==> src/rtl/acc_pkg.sv <==
package acc_pkg;

    typedef enum logic [2:0] {
        ST_IDLE,
        ST_HIT,
        ST_XFER,
        ST_BURST,
        ST_SRD,
        ST_SWR
    } acc_state_e;

    typedef struct packed {
        logic write;
        logic l1_hit;
        logic l2_hit;
        logic shared;
        logic cd;
        logic nw;
    } acc_look_t;

    // Pick the service path for a freshly accepted request.
    function automatic acc_state_e acc_pick(acc_look_t lk);
        logic any_hit;
        logic through;
        any_hit = lk.l1_hit | lk.l2_hit;
        through = ~any_hit | lk.shared | (lk.cd & ~lk.nw);
        if (lk.write)
            return through ? ST_SWR : ST_HIT;
        if (lk.l1_hit)
            return ST_HIT;
        if (lk.cd)
            return ST_SRD;
        return lk.l2_hit ? ST_XFER : ST_BURST;
    endfunction

endpackage

==> src/rtl/acc_route.sv <==
module acc_route
    import acc_pkg::*;
#(
    parameter int CTRL_W = 32,
    parameter int CD_POS = 30,
    parameter int NW_POS = 29
) (
    input  logic [CTRL_W-1:0] ctrl_word,
    input  logic              req_write,
    input  logic              l1_hit,
    input  logic              l2_hit,
    input  logic              shared,
    output acc_look_t         look,
    output acc_state_e        route
);

    always_comb begin
        look.write  = req_write;
        look.l1_hit = l1_hit;
        look.l2_hit = l2_hit;
        look.shared = shared;
        look.cd     = ctrl_word[CD_POS];
        look.nw     = ctrl_word[NW_POS];
        route       = acc_pick(look);
    end

endmodule

==> src/rtl/acc_count.sv <==
module acc_count #(
    parameter int N = 4,
    localparam int W = (N > 1) ? $clog2(N) : 1
) (
    input  logic         clk,
    input  logic         rst,
    input  logic         clr,
    input  logic         inc,
    output logic [W-1:0] count,
    output logic         at_last
);

    always_ff @(posedge clk) begin
        if (rst || clr)
            count <= '0;
        else if (inc)
            count <= count + W'(1);
    end

    assign at_last = (count == W'(N - 1));


    count_range_chk: assert property (@(posedge clk) disable iff (rst)
        (at_last && inc && !clr) |=> (count == '0));

endmodule

==> src/rtl/l2l1_access_ctrl.sv <==
module l2l1_access_ctrl
    import acc_pkg::*;
#(
    parameter int ADDR_W     = 32,
    parameter int DATA_W     = 64,
    parameter int LINE_BYTES = 32,
    parameter int BEAT_BYTES = 8,
    parameter int WAYS       = 4,
    parameter int CTRL_W     = 32,
    parameter int CD_POS     = 30,
    parameter int NW_POS     = 29,
    localparam int BEATS  = LINE_BYTES / BEAT_BYTES,
    localparam int BEAT_W = $clog2(BEATS),
    localparam int OFF_W  = $clog2(LINE_BYTES),
    localparam int BOFF_W = $clog2(BEAT_BYTES),
    localparam int WAY_W  = (WAYS > 1) ? $clog2(WAYS) : 1
) (
    input  logic              clk,
    input  logic              rst,
    input  logic [CTRL_W-1:0] ctrl_word,
    input  logic              req_valid,
    input  logic              req_write,
    input  logic [ADDR_W-1:0] req_addr,
    input  logic [DATA_W-1:0] req_wdata,
    input  logic              req_l1_hit,
    input  logic              req_l2_hit,
    input  logic              req_shared,
    input  logic [WAY_W-1:0]  req_way,
    output logic              req_ready,
    output logic              cpu_done,
    output logic [DATA_W-1:0] cpu_rdata,
    output logic              l1_upd,
    output logic              l2_upd,
    output logic              l2_to_l1,
    output logic              fill_l1,
    output logic              fill_l2,
    output logic [BEAT_W-1:0] fill_beat,
    output logic [DATA_W-1:0] fill_data,
    output logic [WAY_W-1:0]  fill_way,
    output logic              l1_set_valid,
    output logic              l2_set_valid,
    output logic              bus_req,
    output logic              bus_burst,
    output logic              bus_we,
    output logic [ADDR_W-1:0] bus_addr,
    output logic [DATA_W-1:0] bus_wdata,
    input  logic              bus_ack,
    input  logic [DATA_W-1:0] bus_rdata
);

    acc_state_e        state_q, state_d, route;
    acc_look_t         look, look_q;
    logic [ADDR_W-1:0] addr_q;
    logic [DATA_W-1:0] wdata_q;
    logic [WAY_W-1:0]  way_q;
    logic [BEAT_W-1:0] beat;
    logic              beat_last;
    logic              accept;
    logic              step;
    logic              on_crit;
    logic [BEAT_W-1:0] crit;
    logic              bus_fill;
    logic              done_int;

    acc_route #(
        .CTRL_W (CTRL_W),
        .CD_POS (CD_POS),
        .NW_POS (NW_POS)
    ) u_route (
        .ctrl_word (ctrl_word),
        .req_write (req_write),
        .l1_hit    (req_l1_hit),
        .l2_hit    (req_l2_hit),
        .shared    (req_shared),
        .look      (look),
        .route     (route)
    );

    assign accept   = (state_q == ST_IDLE) && req_valid;
    assign bus_fill = (state_q == ST_BURST) && bus_ack;
    assign step     = (state_q == ST_XFER) || bus_fill;

    acc_count #(.N(BEATS)) u_beat (
        .clk     (clk),
        .rst     (rst),
        .clr     (accept),
        .inc     (step),
        .count   (beat),
        .at_last (beat_last)
    );

    always_ff @(posedge clk) begin
        if (rst) begin
            state_q <= ST_IDLE;
            look_q  <= '0;
            addr_q  <= '0;
            wdata_q <= '0;
            way_q   <= '0;
        end else begin
            state_q <= state_d;
            if (accept) begin
                look_q  <= look;
                addr_q  <= req_addr;
                wdata_q <= req_wdata;
                way_q   <= req_way;
            end
        end
    end

    always_comb begin
        state_d = state_q;
        unique case (state_q)
            ST_IDLE:  if (accept) state_d = route;
            ST_HIT:   state_d = ST_IDLE;
            ST_XFER:  if (beat_last) state_d = ST_IDLE;
            ST_BURST: if (bus_ack && beat_last) state_d = ST_IDLE;
            ST_SRD,
            ST_SWR:   if (bus_ack) state_d = ST_IDLE;
            default:  state_d = ST_IDLE;
        endcase
    end

    assign crit    = addr_q[OFF_W-1:BOFF_W];
    assign on_crit = (beat == crit);

    always_comb begin
        done_int     = 1'b0;
        cpu_rdata    = '0;
        l1_upd       = 1'b0;
        l2_upd       = 1'b0;
        l1_set_valid = 1'b0;
        l2_set_valid = 1'b0;
        unique case (state_q)
            ST_HIT: begin
                done_int = 1'b1;
                l1_upd   = look_q.write & look_q.l1_hit;
                l2_upd   = look_q.write & look_q.l2_hit;
            end
            ST_XFER: begin
                done_int     = on_crit;
                l1_set_valid = beat_last;
            end
            ST_BURST: begin
                done_int     = bus_ack & on_crit;
                cpu_rdata    = (bus_ack & on_crit) ? bus_rdata : '0;
                l1_set_valid = bus_ack & beat_last;
                l2_set_valid = bus_ack & beat_last;
            end
            ST_SRD: begin
                done_int  = bus_ack;
                cpu_rdata = bus_ack ? bus_rdata : '0;
            end
            ST_SWR: begin
                done_int = bus_ack;
                l1_upd   = bus_ack & look_q.l1_hit;
                l2_upd   = bus_ack & look_q.l2_hit;
            end
            default: ;
        endcase
    end

    assign cpu_done  = done_int;
    assign req_ready = (state_q == ST_IDLE);
    assign l2_to_l1  = (state_q == ST_XFER);
    assign fill_l1   = step;
    assign fill_l2   = bus_fill;
    assign fill_beat = step ? beat : '0;
    assign fill_way  = step ? way_q : '0;
    assign fill_data = bus_fill ? bus_rdata : '0;

    assign bus_req   = (state_q == ST_BURST) || (state_q == ST_SRD) || (state_q == ST_SWR);
    assign bus_burst = (state_q == ST_BURST);
    assign bus_we    = (state_q == ST_SWR);
    assign bus_wdata = (state_q == ST_SWR) ? wdata_q : '0;

    always_comb begin
        if (state_q == ST_BURST)
            bus_addr = {addr_q[ADDR_W-1:OFF_W], {OFF_W{1'b0}}};
        else if (bus_req)
            bus_addr = addr_q;
        else
            bus_addr = '0;
    end


    one_out_chk: assert property (@(posedge clk) disable iff (rst)
        (req_valid && req_ready) |=> !req_ready);


    done_busy_chk: assert property (@(posedge clk) disable iff (rst)
        cpu_done |-> !req_ready);


    bus_hold_chk: assert property (@(posedge clk) disable iff (rst)
        (bus_req && !bus_ack) |=> (bus_req && $stable(bus_addr) && $stable(bus_we)));


    valid_last_chk: assert property (@(posedge clk) disable iff (rst)
        (l1_set_valid || l2_set_valid) |-> (fill_l1 && fill_beat == BEAT_W'(BEATS - 1)));


    fill_pair_chk: assert property (@(posedge clk) disable iff (rst)
        fill_l2 |-> (fill_l1 && bus_ack && bus_burst));


    burst_read_chk: assert property (@(posedge clk) disable iff (rst)
        bus_burst |-> (bus_req && !bus_we));


    upd_done_chk: assert property (@(posedge clk) disable iff (rst)
        (l1_upd || l2_upd) |-> cpu_done);

endmodule

==> config.mk <==
export PLATFORM = sky130hd
export DESIGN_NAME = l2l1_access_ctrl
export DESIGN_NICKNAME = d
export VERILOG_FILES = /design/src/rtl/acc_pkg.sv /design/src/rtl/acc_route.sv /design/src/rtl/acc_count.sv /design/src/rtl/l2l1_access_ctrl.sv
export SDC_FILE = /design/constraint.sdc
export NUM_CORES = 1
export LEC_CHECK = 0
export ABC_AREA = 1
export BUFFER_PORTS_ARGS = -buffer_cell sky130_fd_sc_hd__buf_2
export CORE_AREA = 5 5 169 171
export DETAILED_ROUTE_END_ITERATION = 10
export DIE_AREA = 0 0 174 176
export GPL_ROUTABILITY_DRIVEN = 0
export PLACE_DENSITY = 0.57
export SLEW_MARGIN = 15
export SYNTH_ARGS = -nofsm -noshare
export SYNTH_HDL_FRONTEND = slang
export SYNTH_SLANG_ARGS = --single-unit
==> constraint.sdc <==
create_clock -name clk -period 1.7 [get_ports clk]
set_input_delay 0.255 -clock clk [delete_from_list [all_inputs] [get_ports clk]]
set_output_delay 0.255 -clock clk [all_outputs]
set_load 0.05 [all_outputs]
=== After elaboration in Yosys (flattened, before gate mapping) ===
Index checks and enable logic that the tools add are counted.

* Bitwise gates (word level): 12
* Mux-type cells: 33
* Reduce and logical (&&, ||, !) cells: 10
* Equal/unequal tests: 11
* Add/subtract/negate cells: 1

{| class="wikitable"
|+ Operators with widths
! cell !! number
|-
| 2-to-1 mux 64 bit || 4
|-
| case mux 64 bit (2 select lines) || 1
|-
| 2-to-1 mux 32 bit || 2
|-
| 2-to-1 mux 3 bit || 11
|-
| case mux 3 bit (4 select lines) || 1
|-
| 2-to-1 mux 1 bit || 8
|-
| != test 2 x 1 -> 1 bit (second input constant) || 4
|-
| bitwise AND 1 bit || 7
|-
| equality test 3 x 2 -> 1 bit (second input constant) || 2
|-
| equality test 3 bit (second input constant) || 2
|-
| case mux 1 bit (2 select lines) || 3
|-
| logical OR 1 bit || 4
|-
| 2-to-1 mux 2 bit || 2
|-
| case mux 1 bit (4 select lines) || 1
|-
| AND reduction 4 bit || 1
|-
| equality test 3 x 1 -> 1 bit (second input constant) || 1
|-
| logical AND 1 bit || 3
|-
| zero test 3 bit || 1
|-
| bitwise OR 1 bit || 3
|-
| adder 2 x 1 -> 2 bit (second input constant) || 1
|-
| equality test 2 bit || 1
|-
| equality test 2 bit (second input constant) || 1
|-
| inverter 1 bit || 2
|-
| OR reduction 2 bit || 1
|}

* Input bits: 202
* Logic and storage cells: 75
* Bits in registers: 106
* Output and inout port bits: 240

=== Longest topological paths before layout ===
Gate-level depths: netlist (run 1).

* Depth after elaboration: 13
* Gate-level depth with buffers: 9
* Mapped depth without buffers: 8

=== Hierarchy ===
A second synthesis (run 1) with hierarchy kept.

* Cells, all modules: 933
* Area, all modules: 6,034.5 um^2

{| class="wikitable"
|+ By module, submodules not included
! module !! sequential area each (um^2) !! area an instance (um^2) !! cells an instance !! instances
|-
| l2l1_access_ctrl || 2,082.0 || 5,829.3 || 898 || 1
|-
| acc_count || 40.0 || 103.8 || 16 || 1
|-
| acc_route || 0.0 || 101.3 || 19 || 1
|}

=== Worst setup path after synthesis (run 1) ===
No wires, ideal clock.

* Path kind: register -> output
* Start: reg state_q[1]
* End: out cpu_done
* Required time: 1.445 ns
* Stages on the path, launching flop included: 6
* Buffers on the path: 1
* Setup slack: -1.527 ns
* Arrival time: 2.972 ns
* Cell sequence: dfxtp_1 buf_2 inv_1 nor3_1 nor2_1 o221ai_1

* Elaborated cells between the ends (all ways): 7
* Classes of those cells: eq/ne: 5; mux: 1; reduce/logical: 1

{| class="wikitable"
|+ RTL lines
! element !! line !! text
|-
| start: declaration || l2l1_access_ctrl.sv:51 || <nowiki>acc_state_e state_q, state_d, route;</nowiki>
|-
| start signal: assignment || l2l1_access_ctrl.sv:100 || <nowiki>state_q <= state_d;</nowiki>
|-
| equality test 3 x 2 -> 1 bit || n/a ||
|-
| via l2_to_l1 || l2l1_access_ctrl.sv:34 || <nowiki>output logic l2_to_l1,</nowiki>
|-
| case mux 1 bit (4 select lines) || l2l1_access_ctrl.sv:133 || <nowiki>unique case (state_q)</nowiki>
|-
| end: declaration || l2l1_access_ctrl.sv:30 || <nowiki>output logic cpu_done,</nowiki>
|}

The timed path passes the listed nets, and every way through them passes these cells.

=== Worst setup path in the final report (run 1) ===
* Start: reg state_q[1]
* End: out cpu_rdata[32]

* Cells in the longest elaborated chain, start to end: 2
* Elaborated cells between the ends (all ways): 3
* Classes of those cells: eq/ne: 2; mux: 1

{| class="wikitable"
|+ Ends and longest elaborated chain
! element !! line !! text
|-
| equality test 3 bit or equality test 3 x 2 -> 1 bit (tied branches) || l2l1_access_ctrl.sv:133 ||
|-
| case mux 64 bit (2 select lines) (*) || l2l1_access_ctrl.sv:133 ||
|-
| end: declaration || l2l1_access_ctrl.sv:31 || <nowiki>output logic [DATA_W-1:0] cpu_rdata,</nowiki>
|}

Mark *: on every way between the ends. The rest lies on a longest branch, timed or not.

==> results of run 1 <==
[power groups by stage]
stage,clock network (mW),logic (mW),registers (mW)
finish,2.18,7.13,3.56
CTS,2.25,6.77,3.55
global placement,0,6.30,3.57
detailed placement,0,6.39,3.59
floorplan,0,4.33,3.53
global route,2.34,7.72,3.65
[Yosys cell counts (2+ instances only)]
master	instances
sky130_fd_sc_hd__a21oi_2	60
sky130_fd_sc_hd__o21ai_0	76
sky130_fd_sc_hd__buf_1	3
sky130_fd_sc_hd__nor3_1	8
sky130_fd_sc_hd__inv_2	2
sky130_fd_sc_hd__inv_1	161
sky130_fd_sc_hd__nand2_1	159
sky130_fd_sc_hd__buf_2	31
sky130_fd_sc_hd__a21oi_1	111
sky130_fd_sc_hd__dfxtp_1	106
sky130_fd_sc_hd__buf_6	7
sky130_fd_sc_hd__nor2_1	145
sky130_fd_sc_hd__nand3_1	33
sky130_fd_sc_hd__clkbuf_1	35
[final timing paths]
path,start,endpoint,slack (ns),cells after the start
worst min-delay path,req_addr[9],addr_q[9],0.17,3
worst max register to register,state_q[0],addr_q[20],0.11,8
worst min register to register,addr_q[0],addr_q[0],0.46,2
worst max-delay path,state_q[1],cpu_rdata[32],-0.41,7
[final cells by class]
| cell class | instances | area, sq um | area share [%] |
|---|---|---|---|
| Multi-Input combinational cell | 601 | 4090 | 32.6 |
| Clock inverter | 6 | 71.3 | 0.568 |
| Antenna cell | 2 | 5.00 | 0.0399 |
| Sequential cell | 106 | 2130 | 17.0 |
| Clock buffer | 10 | 239 | 1.90 |
| Timing Repair Buffer | 502 | 4870 | 38.8 |
| Inverter | 165 | 704 | 5.61 |
| Tap cell | 341 | 427 | 3.40 |
[what timing repair did]
item	CTS	global route
buffers inserted	1	10
pin swaps	3	5
endpoints found under the setup margin	234	258
gates cloned	3	13
resized for setup	285	218
[metrics by stage]
stage | hold WS (ns) | cells | total power, mW
detailed placement | 0.450 | 1688 | 9.99
global placement | 0.440 | 1688 | 9.87
CTS | 0.147 | 1708 | 12.6
finish | 0.165 | 1733 | 12.9
global route | 0.144 | 1733 | 13.7
floorplan | 0.420 | 948 | 7.86
[flip-flops by register name, indices dropped and copies added, names as in the netlist]
name / count
addr_q: 32
u_beat.count: 2
state_q: 3
look_q: 3
wdata_q: 64
way_q: 2
[layer usage]
metal	global-route usage, %	up-vias
li1	-	3804
met1	18.6	3635
met2	32.8	316
met3	5.16	50
met4	5.71	8
met5	0	-
[cell families after synthesis]
logic type,count (synthesis)
AND/OR/NAND/NOR,351
adder cells (fa/ha/maj),1
flip-flops,106
buffers and inverters,241
AO/OA/AOI/OAI,249
[layout by cell type (no fill, tap or decap), types with 2 or more instances in the layout]
master and instances:
sky130_fd_sc_hd__a21oi_1 106, sky130_fd_sc_hd__a21oi_2 41, sky130_fd_sc_hd__a21oi_4 24, sky130_fd_sc_hd__buf_12 33, sky130_fd_sc_hd__buf_16 5, sky130_fd_sc_hd__buf_2 191
sky130_fd_sc_hd__buf_4 73, sky130_fd_sc_hd__buf_6 148, sky130_fd_sc_hd__buf_8 41, sky130_fd_sc_hd__bufbuf_16 2, sky130_fd_sc_hd__clkbuf_16 18, sky130_fd_sc_hd__clkinv_8 2
sky130_fd_sc_hd__clkinvlp_4 21, sky130_fd_sc_hd__dfxtp_1 101, sky130_fd_sc_hd__dfxtp_2 3, sky130_fd_sc_hd__dfxtp_4 2, sky130_fd_sc_hd__diode_2 2, sky130_fd_sc_hd__inv_1 139
sky130_fd_sc_hd__inv_2 2, sky130_fd_sc_hd__inv_4 2, sky130_fd_sc_hd__inv_8 2, sky130_fd_sc_hd__nand2_1 156, sky130_fd_sc_hd__nand2_4 2, sky130_fd_sc_hd__nand3_1 30
sky130_fd_sc_hd__nand3_4 4, sky130_fd_sc_hd__nor2_1 8, sky130_fd_sc_hd__nor2_2 20, sky130_fd_sc_hd__nor2_4 118, sky130_fd_sc_hd__nor3_1 7, sky130_fd_sc_hd__o21ai_0 76
[critical path, stage by stage (launching register included)]
cell and delay (ns):
sky130_fd_sc_hd__dfxtp_4 0.38, sky130_fd_sc_hd__nand3_4 0.09, sky130_fd_sc_hd__nor2_4 0.14, sky130_fd_sc_hd__inv_4 0.04, sky130_fd_sc_hd__or2_4 0.28, sky130_fd_sc_hd__buf_12 0.20
sky130_fd_sc_hd__a21oi_2 0.18, sky130_fd_sc_hd__buf_6 0.18
==> summary.md, run 1 <==
The run finished, with violations left. The final reports fail on negative setup slack. The logs give 73.0% for the worst max-slew margin expressed relative to the limit and 1,588 for the layout net count.

Of the available clock period, the critical path in the final layout requires 124%. After Yosys synthesis, and, or, nand and nor cells account for 23.2% of the synthesized area. Synthesis handed over a netlist of 948 instances. In the routed design, unresolved DRC markers number 0. Input and output buffers added on the ports amount to 411. In this run the static leakage power is 5.21 nW. The synthesized design contains 106 register bits. In the post-synthesis netlist, the biggest area contributors are sky130_fd_sc_hd__dfxtp_1 (35%), sky130_fd_sc_hd__inv_1 (10%), sky130_fd_sc_hd__nand2_1 (9.9%).

At the worst endpoint, the arrival time is 1.85 ns. The CTS H-tree depth was 3; the number of antenna violations at the first check in global routing was 6. TritonCTS built the clock tree.

Row generation in the floorplan step produced 60 rows. The switching power share of the total was 46.2%. The post-layout utilization of the core came out at 47.0%. The final-report max-slew violation count was 0.

The tools report the cell area reported after detailed placement as 10,200 sq um. For this design, the sink count on the clock tree is 106. The per-instance average area after synthesis works out to 6.33 sq um. The clock-pin transition on the worst setup and hold timing paths was 0.08 ns; the number of search-and-repair iterations in the first detailed-routing pass was 4.

The main combinational cell family by area after synthesis was compound AO/OA/AOI/OAI gates. The tool flagged a number of max-cap violations equal to 0. Clock tree skew after final layout: 0.00855 ns. The hold violation total from the final report is 0. Number of filler cells placed in the layout: 2,557. The layout-stage area growth over the synthesis result works out to 109%. The tree is rooted in a sky130_fd_sc_hd__clkbuf_16.

The initial cell density of the core was 22.4%. Clock tree synthesis inserted a total of 9 buffers. sky130_fd_sc_hd__dfxtp_1 takes more of the synthesized area than any other cell. The internal portion of the total power is 6.92 mW. In this run the vertical extent of the chip is 176 um. After routing the design area is 12,500 sq um. Entering global routing, the biggest net connects 42 pins. For this block, the initial DRC count from the detailed router was 253.

Summed over all layers, the routed wires come to 29.9 mm. The logs give 26,700 sq um for the core area and 30,600 sq um for the die area. The tools report the number of buffers on the longest clock path as 2. The routed length per instance works out to 17.3 um. The worst setup path is captured at an output pin.

The synthesized netlist occupies a cell area of 6000 sq um. The count of nets left with antenna violations once routing finished came out at 0. The die is 174 um wide.

The synthesized netlist devotes 0.209% of its cell area to adder and majority cells. The number of synthesized flops with an enable pin is 0, and the worst voltage drop across the vdd grid is 0.744 mV. The logs give 0.475 GHz for the highest achievable clock rate and 42.8 mm for the first-pass GRT wire length. The critical path is of the reg2out type. The top cell type by area accounts for 35.4% of the synthesized area.

Global routing consumed, over all layers together, 17.4% of the routing resources. Of the synthesized area, sequential elements account for 35.4%. In the final timing run, aggregate negative setup slack is -69.96 ns. The logs give -0.149 ns for the pre-CTS worst setup slack and 0 for the Yosys warning count. Top layer used by detailed routing: met5.

For this design the total switching power over the nets is 5.95 mW. Summed over all nets, the half-perimeter wirelength after detailed placement is 21.7 mm. The fraction of layout instances using a drive strength above 1 was 54.7%; the critical-path maximum fanout was 29. The smallest setup slack after layout was -0.405 ns. The met2 routed wirelength was 15.6 mm; the slew of the pin with the lowest slew margin was 0.401 ns.

The total length of routed met3 wires is 2.25 mm. The parity-gate share of the synthesized area counting xor and xnor cells came out at 0%. Setup repair after global routing could not meet its margin everywhere. The worst hold-check path type is in2reg. The via count of the first global-routing pass was 7,657; the routed length on met1 was 11.1 mm. For this design the ratio of total power to cell area is 1030 nW/um^2.

When the netlist entered floorplanning its net count stood at 1,151. The clock network latency to the later pin of the worst-skew pair is 0.36 ns. The hold-fix buffer count after cts came out at 0. STA classifies the critical path startpoint as a register. For the number of top-level design ports, the log shows 442. The synthesized-area fraction occupied by ao, oa, aoi and oai cells was 24.6%; the data required time at the worst endpoint was 1.44 ns. For the sum of overflow across all layers after global routing, the log shows 0. Of the post-synthesis cell area, the part taken by muxes is 0%. The tools report the via total after detailed routing as 7,813. After layout, the minimum clock period comes to 2.11 ns. Of all flip-flops after synthesis, the portion carrying an async set or reset was 0%. The proportion of power drawn by the clock network is 16.9%, and the number of vias per cell after detailed routing is 4.51. In this run, flip-flops and latches consume 27.7% of the power.

After synthesis, the netlist uses 25 different library cells. In the synthesized netlist the dominant register cell turns out to be sky130_fd_sc_hd__dfxtp_1. The logs give 233 for the setup-violating endpoint count in the final report and 55.4% for the relative contribution of combinational cells to total power.
Power figures use the tool's default switching activity.
==> inputs of run 2 (changes only) <==
==> constraint.sdc (replaced) <==
create_clock -name clk -period 2 [get_ports clk]
set_input_delay 0.3 -clock clk [delete_from_list [all_inputs] [get_ports clk]]
set_output_delay 0.3 -clock clk [all_outputs]
set_load 0.05 [all_outputs]
==> run 2 against run 1 <==
Effect of this change:
- the flow still finishes with violations (negative setup slack)
- final area shrank 13%
- clock-buffer cell count is the same
- clock skew grew 0.0029 ns
- worst setup slack gained 0.20 ns
- die area is the same
- critical endpoint is now cpu_rdata[36]
- largest power group unchanged
- highest routed layer unchanged
==> summary.md, run 2 (synthesis gave the netlist of run 1 again) <==
The flow ran to the end, but the final reports show violations. The final reports fail on negative setup slack. After detailed routing, the number of vias per cell comes to 4.47. The most common cell after layout, fill and taps aside is sky130_fd_sc_hd__buf_2. The logs give 0.453 GHz for the highest achievable clock rate and 7,199 for the via count of the first global-routing pass.

The largest registers in the layout are wdata_q: 64 flops, addr_q: 32 flops. The signal on the critical path passes through nand3_4 > nor2_4 > inv_2 > or2_4 > buf_12 > a21oi_2 > buf_6. In the layout the commonest cells are sky130_fd_sc_hd__buf_2 (229), sky130_fd_sc_hd__nand2_1 (156), sky130_fd_sc_hd__inv_1 (154). Setup violations remaining at the end of the flow were counted as 162. Detailed placement finished with a half-perimeter wire length of 21.5 mm. Number of gates on the worst path with buffers counted: 7. The register with the most flip-flops in the layout has 64 of them. The tools report the number of filler cells placed in the layout as 2,717. On the critical path, the stage with the largest delay is an instance of sky130_fd_sc_hd__dfxtp_4.

First element of the critical path: state_q[1]. For the worst setup path, the data required time is 1.70 ns. Global routing used 16.9% of the available tracks. Violation count after the first detailed-routing iteration: 300.

The tools report the CTS H-tree depth as 3. The clock reaches the later pin of the worst-skew pair after 0.36 ns. The slew of the pin with the lowest slew margin is 0.692 ns, and the number of top-level design ports is 442.

In this design, the largest share of critical-path delay is due to simple AND/OR/NAND/NOR gates. The worst register-to-register path ends at u_beat.count[1]. For this design, the CTS-stage hold fixing added 0 buffers. For the number of search-and-repair iterations in the first detailed-routing pass, the log shows 4. Fraction of layout instances using a drive strength above 1: 47.8%. In this run the critical register-to-register path is launched from state_q[2]. The number of max-cap violations is 0, and the core area is 26,700 sq um. The run gives 0 as the hold violation total from the final report.

The run gives 5.09 nW as the static leakage power. The first global-routing pass estimated 40.9 mm of wire. TritonCTS built the clock tree. After floorplanning, the core was divided into 60 placement rows. The clock-pin transition on the worst setup and hold timing paths is 0.08 ns. The combined buffer and inverter count along the critical path was 3; the number of clock buffers inserted by TritonCTS was 9. The number of antenna violations at the first check in global routing was 3; the maximum number of pins on one net before global-route repair was 47. In this run the tightest slew margin relative to its limit is 53.6%. The vertical die dimension is 176 um. At the end of the flow the core is filled with cells to 40.7%. The detail route stage leaves a number of antenna-violating nets equal to 0. The die covers 30,600 sq um. The clock period minus worst slack was 2.21 ns.

The layout-stage area growth over the synthesis result works out to 81.1%. For the worst setup path, the data arrival time is 1.91 ns. The logs give 0 for the final-report max-slew violation count and 0.508 mV for the worst voltage drop across the vdd grid. The tools report the via total after detailed routing as 7,628. Buffers placed on the I/O ports in this run total 411. The number of cells traversed by the worst register-to-register path was 8; the sum of routed wire length over all layers was 28.6 mm. Summed over all layers, the global routing overflow is 0. For this run, the post-layout net count is 1,560.

In the routed design, unresolved DRC markers number 0. Clock tree synthesis selected as its root buffer the cell sky130_fd_sc_hd__clkbuf_16. The worst setup path is captured at an output pin.

The routed length per instance was 16.8 um. The worst setup path is launched from a register. Dividing total power by cell area gives a power density of 931 nW/um^2. Number of buffers on the longest clock path: 2.

Hold timing on the final database bottoms out at a slack of 0.209 ns. The worst path uses 110% of the clock period. Clock skew on the completed layout was measured at 0.0114 ns. OpenSTA, run right after detailed placement, puts the worst setup slack at 0.0602 ns. The tools report the number of clock sinks as 106. The die width is 174 um, and the maximum single-stage delay on the critical path is 0.40 ns.

The path class of the tightest hold or removal check is in2reg. The critical path ends at cpu_rdata[36]. Setup repair after global routing could not meet its margin everywhere. The critical-path maximum fanout was 21. Smallest setup slack after layout: -0.208 ns. Ranked by flip-flop count, first place goes to wdata_q. The initial utilization of the core area, before any placement, comes to 22.4%. The critical path is of the reg2out type. In this run the register-to-register setup slack is 0.38 ns.
## run 2: cell count changes in the layout (fill, tap and decap cells not counted), sizes merged
cell / delta
inv: +21
buf: -22
clkbuf: -4
bufbuf: -2
clkinvlp: -21
## run 2: layer usage
layer | part of all wire, % | wire length, um | global-route usage (%) | up-vias
met1 | 37 | 10600 | 18.0 | 3520
met3 | 7.2 | 2050 | 4.60 | 49
met2 | 51 | 14600 | 30.9 | 301
li1 | - | - | - | 3756
met5 | 0.024 | 7 | 0 | -
met4 | 4.9 | 1390 | 7.92 | 2
## run 2: through the flow
step | TNS, ns | cell area (sq um) | power [mW] | std cells
floorplan | -27.04 | 6350 | 6.31 | 948
global placement | 0 | 9020 | 7.76 | 1673
detailed placement | 0 | 9020 | 7.82 | 1673
CTS | -17.88 | 10400 | 10.0 | 1695
global route | -33.05 | 10900 | 10.8 | 1705
finish | -14.57 | 10900 | 10.1 | 1705
## run 2: how the worst min path moves through the flow
stage / from / endpoint / slack, ns / cells after the start
6_report: req_addr[14] / addr_q[14] / 0.21 / 3
3_5_place_dp: wdata_q[10] / wdata_q[10] / 0.44 / 2
3_3_place_gp: wdata_q[63] / wdata_q[63] / 0.44 / 2
5_1_grt: req_addr[17] / addr_q[17] / 0.21 / 3
4_1_cts: req_wdata[1] / wdata_q[1] / 0.19 / 3
2_1_floorplan: wdata_q[0] / wdata_q[0] / 0.43 / 2
## run 2: timing repair
| item | 4_1_cts | 5_1_grt |
|---|---|---|
| buffers inserted | 3 | 3 |
| gates cloned | 3 | 5 |
| gates resized for setup | 307 | 80 |
| pin swaps | 5 | 3 |
| setup endpoints to repair | 214 | 208 |
## run 2: final cells by class
type / count / area, sq um / share of cell area (%)
Clock buffer: 10 / 239 / 2.20
Antenna cell: 2 / 5.00 / 0.0461
Timing Repair Buffer: 474 / 3880 / 35.7
Clock inverter: 6 / 62.6 / 0.576
Multi-Input combinational cell: 601 / 3480 / 32.0
Inverter: 165 / 632 / 5.82
Sequential cell: 106 / 2140 / 19.7
Tap cell: 341 / 427 / 3.93
## run 2: power breakdown
group,internal [mW],total (mW),switching [mW]
clock,0.919,1.81,0.895
sequential,2.80,3.04,0.238
combinational,1.73,5.27,3.54
total,5.44,10.1,4.67
## run 2: worst reg2reg max path: stages, from the launching register on
cell and delay (ns):
sky130_fd_sc_hd__dfxtp_2 0.37, sky130_fd_sc_hd__clkinv_4 0.06, sky130_fd_sc_hd__buf_4 0.16, sky130_fd_sc_hd__nand2_1 0.11, sky130_fd_sc_hd__inv_2 0.07, sky130_fd_sc_hd__nand2_4 0.20
sky130_fd_sc_hd__buf_12 0.24, sky130_fd_sc_hd__nand2_1 0.11, sky130_fd_sc_hd__a211oi_1 0.22
==> inputs of run 3 (changes only) <==
--- a/config.mk
+++ b/config.mk
@@ -12,6 +12,7 @@
 export DIE_AREA = 0 0 174 176
 export GPL_ROUTABILITY_DRIVEN = 0
 export PLACE_DENSITY = 0.57
+export RECOVER_POWER = 25
 export SLEW_MARGIN = 15
 export SYNTH_ARGS = -nofsm -noshare
 export SYNTH_HDL_FRONTEND = slang
==> run 3 against run 2 <==
Effect of this change:
- the run still ends with negative setup slack left
- largest power group unchanged
- highest routed layer unchanged
- utilization did not move
- sequential share of layout area unchanged
- via count unchanged
- critical path depth did not move
- clock power barely moved
- hold slack barely moved
- wire length is the same
- flip-flop and latch count unchanged
- worst setup slack unchanged
- clock-buffer cell count unchanged
==> summary.md, run 3 (synthesis gave the netlist of run 1 again) <==
The flow ran to the end, but the final reports show violations. The checks that failed: negative setup slack. For the met2 routed wirelength, the log shows 14.6 mm. Data on the critical path arrives at its endpoint at 1.91 ns.

Of the available clock period, the critical path in the final layout requires 110%. The most critical setup path has its endpoint at cpu_rdata[36]. The floorplan step defined a die boundary enclosing 30,600 sq um.

The category of the worst setup path capture point was an output pin. Floorplan row count: 60. Based on the critical path, the design can be clocked at up to 0.453 GHz.

The static leakage power came out at 5.09 nW. STA classifies the critical path startpoint as a register. For this run, design rule violations remaining after detail routing come to 0.

Counting tap cells, the placed design contains a total of 1,673 instances. Subtracting the final worst setup slack from the clock period gives 2.21 ns. The HPWL after detailed placement is 21.5 mm. The clock network is responsible for 17.9% of the overall power. The slew of the pin with the lowest slew margin was 0.692 ns; the sum of routed wire length over all layers was 28.6 mm. The number of antenna violations at the first check in global routing was 3. TritonCTS built the clock tree. Setup violations remaining at the end of the flow were counted as 162. Measured on the finished design, the core utilization comes to 40.7%.

For this block, wires on met1 add up to 10.6 mm. Global routing used 16.9% of the available tracks across all layers. For the worst setup path, the data required time is 1.70 ns.

The number of buffers on the longest clock path is 2. In the final layout, the registers with the most flip-flops are wdata_q: 64 flops, addr_q: 32 flops. The kind of critical path was reg2out. Global routing finished with a remaining overflow of 0. The first global-routing pass estimated 40.9 mm of wire. The fraction of layout instances using a drive strength above 1 is 47.7%, and the total net switching power is 4.67 mW. The internal portion of total power is 5.44 mW, and the power consumption is 10.1 mW. The top layer used by detailed routing is met5.

Critical-path maximum fanout: 21. The layout-stage area growth over the synthesis result came out at 81.1%. In this run the tightest slew margin relative to its limit is 53.6%. The core region is 26,700 sq um.

The min-delay analysis places its worst path in the category in2reg. Wire segments on met3 add up to 2.05 mm in the final route. The initial cell density of the core is 22.4%, and the CTS H-tree depth is 3.

The final layout contains 1,560 nets. The tools report the via count of the first global-routing pass as 7,199. For this run, the number of standard cells in the final layout without fillers is 1,705. The logs give 7,628 for the via total after detailed routing and 9 for the number of clock buffers inserted by TritonCTS. The logs give 2,717 for the number of filler cells placed in the layout and 0.36 ns for the clock network latency to the later pin of the worst-skew pair. In the routed layout, each cell is associated on average with a via count of 4.47.

The power per standard cell area is 931 nW/um^2. In this run the critical register-to-register path is captured at u_beat.count[1]. In this run, flip-flops and latches consume 30.0% of the power. Counting cells, the worst reg-to-reg path comes to 8. The die is 174 um wide. The pre-antenna-repair detailed-routing pass consisted of 4 iterations. Entering global routing, the biggest net connects 47 pins. The logs give 9020 sq um for the cell area reported after detailed placement and 10,900 sq um for the finished layout cell area. The final-report max-slew violation count was 0; the switching power share of the total was 46.2%. The worst voltage drop across the vdd grid came out at 0.508 mV. The register ranked first by flip-flop count was wdata_q. The register with the most flip-flops in the layout has 64 of them. The top cell types in the final layout, fill and taps aside, are sky130_fd_sc_hd__buf_2 (229), sky130_fd_sc_hd__nand2_1 (156), sky130_fd_sc_hd__inv_1 (155). The number of top-level design ports is 442.

The tools report the remaining antenna violation count after routing as 0. Across the routed clock network, the largest skew measured is 0.0114 ns. Setup slack on the worst reg-to-reg path comes out at 0.34 ns.

After detailed routing, the average wire length per cell comes to 16.8 um. The relative contribution of combinational cells to total power was 52.0%; the vertical die dimension was 176 um. During placement, the flow inserted port buffers numbering 411.

The hold violation total from the final report came out at 0. The number of clock sinks came out at 106. The smallest setup slack after layout is -0.208 ns. First element of the critical path: state_q[1].

Across the run, the number of max-cap violations was 0. Setup repair after global routing could not meet its margin everywhere. After clock tree synthesis, the clock-pin slew on the worst setup and hold paths is 0.08 ns. The worst register-to-register path begins at state_q[2]. The most common cell after layout, fill and taps aside is sky130_fd_sc_hd__buf_2. The detailed router finished its first iteration with 300 violations. The tree is rooted in a sky130_fd_sc_hd__clkbuf_16.
run 3: area by class of cell:
class,count,area (sq um),area share (%)
sequential,106,2140,19.7
inverter,165,632,5.82
timing repair buffer,474,3880,35.7
tap,341,427,3.93
clock buffer,10,239,2.20
clock inverter,6,62.6,0.576
multi-input combinational,601,3480,32.0
antenna,2,5.00,0.0461
run 3: how the worst min path moves through the flow:
stage	from	to	slack, ns	depth (start not counted)
after floorplan	wdata_q[0]	wdata_q[0]	0.43	2
after global placement	wdata_q[63]	wdata_q[63]	0.44	2
after detailed placement	wdata_q[10]	wdata_q[10]	0.44	2
after CTS	req_wdata[1]	wdata_q[1]	0.19	3
after global routing	req_addr[17]	addr_q[17]	0.21	3
final	req_addr[14]	addr_q[14]	0.21	3
run 3: power by group through the flow:
stage | combinational [mW] | clock (mW) | sequential (mW)
3_5_place_dp | 4.77 | 0 | 3.06
6_report | 5.26 | 1.81 | 3.04
3_3_place_gp | 4.72 | 0 | 3.04
2_1_floorplan | 3.31 | 0 | 3.00
5_1_grt | 5.75 | 1.94 | 3.11
4_1_cts | 5.15 | 1.88 | 3.02
run 3: timing repair:
item / in CTS / in global routing
pin swaps: 5 / 3
hold buffers: 0 / 0
resized for setup: 307 / 80
buffers inserted: 3 / 3
setup endpoints to repair: 214 / 208
cloned: 3 / 5
run 3: metrics by stage:
step | hold WS (ns) | worst slack, ns | setup TNS [ns]
2_1_floorplan | 0.430 | -0.281 | -27.04
3_3_place_gp | 0.439 | 0.0588 | 0
3_5_place_dp | 0.445 | 0.0602 | 0
4_1_cts | 0.190 | -0.190 | -17.88
5_1_grt | 0.212 | -0.296 | -33.11
6_report | 0.209 | -0.208 | -14.57
run 3: worst max-delay path, cell delays in order, from the launching register on:
cell and delay, ns:
sky130_fd_sc_hd__dfxtp_4 0.40, sky130_fd_sc_hd__nand3_4 0.10, sky130_fd_sc_hd__nor2_4 0.11, sky130_fd_sc_hd__inv_2 0.04, sky130_fd_sc_hd__or2_4 0.35, sky130_fd_sc_hd__buf_12 0.21
sky130_fd_sc_hd__a21oi_2 0.16, sky130_fd_sc_hd__buf_6 0.18
run 3: layer usage:
| metal | GRT usage [%] | vias to the layer above |
|---|---|---|
| met2 | 30.9 | 301 |
| li1 | - | 3756 |
| met1 | 18.0 | 3520 |
| met4 | 7.92 | 2 |
| met5 | 0 | - |
| met3 | 4.60 | 49 |
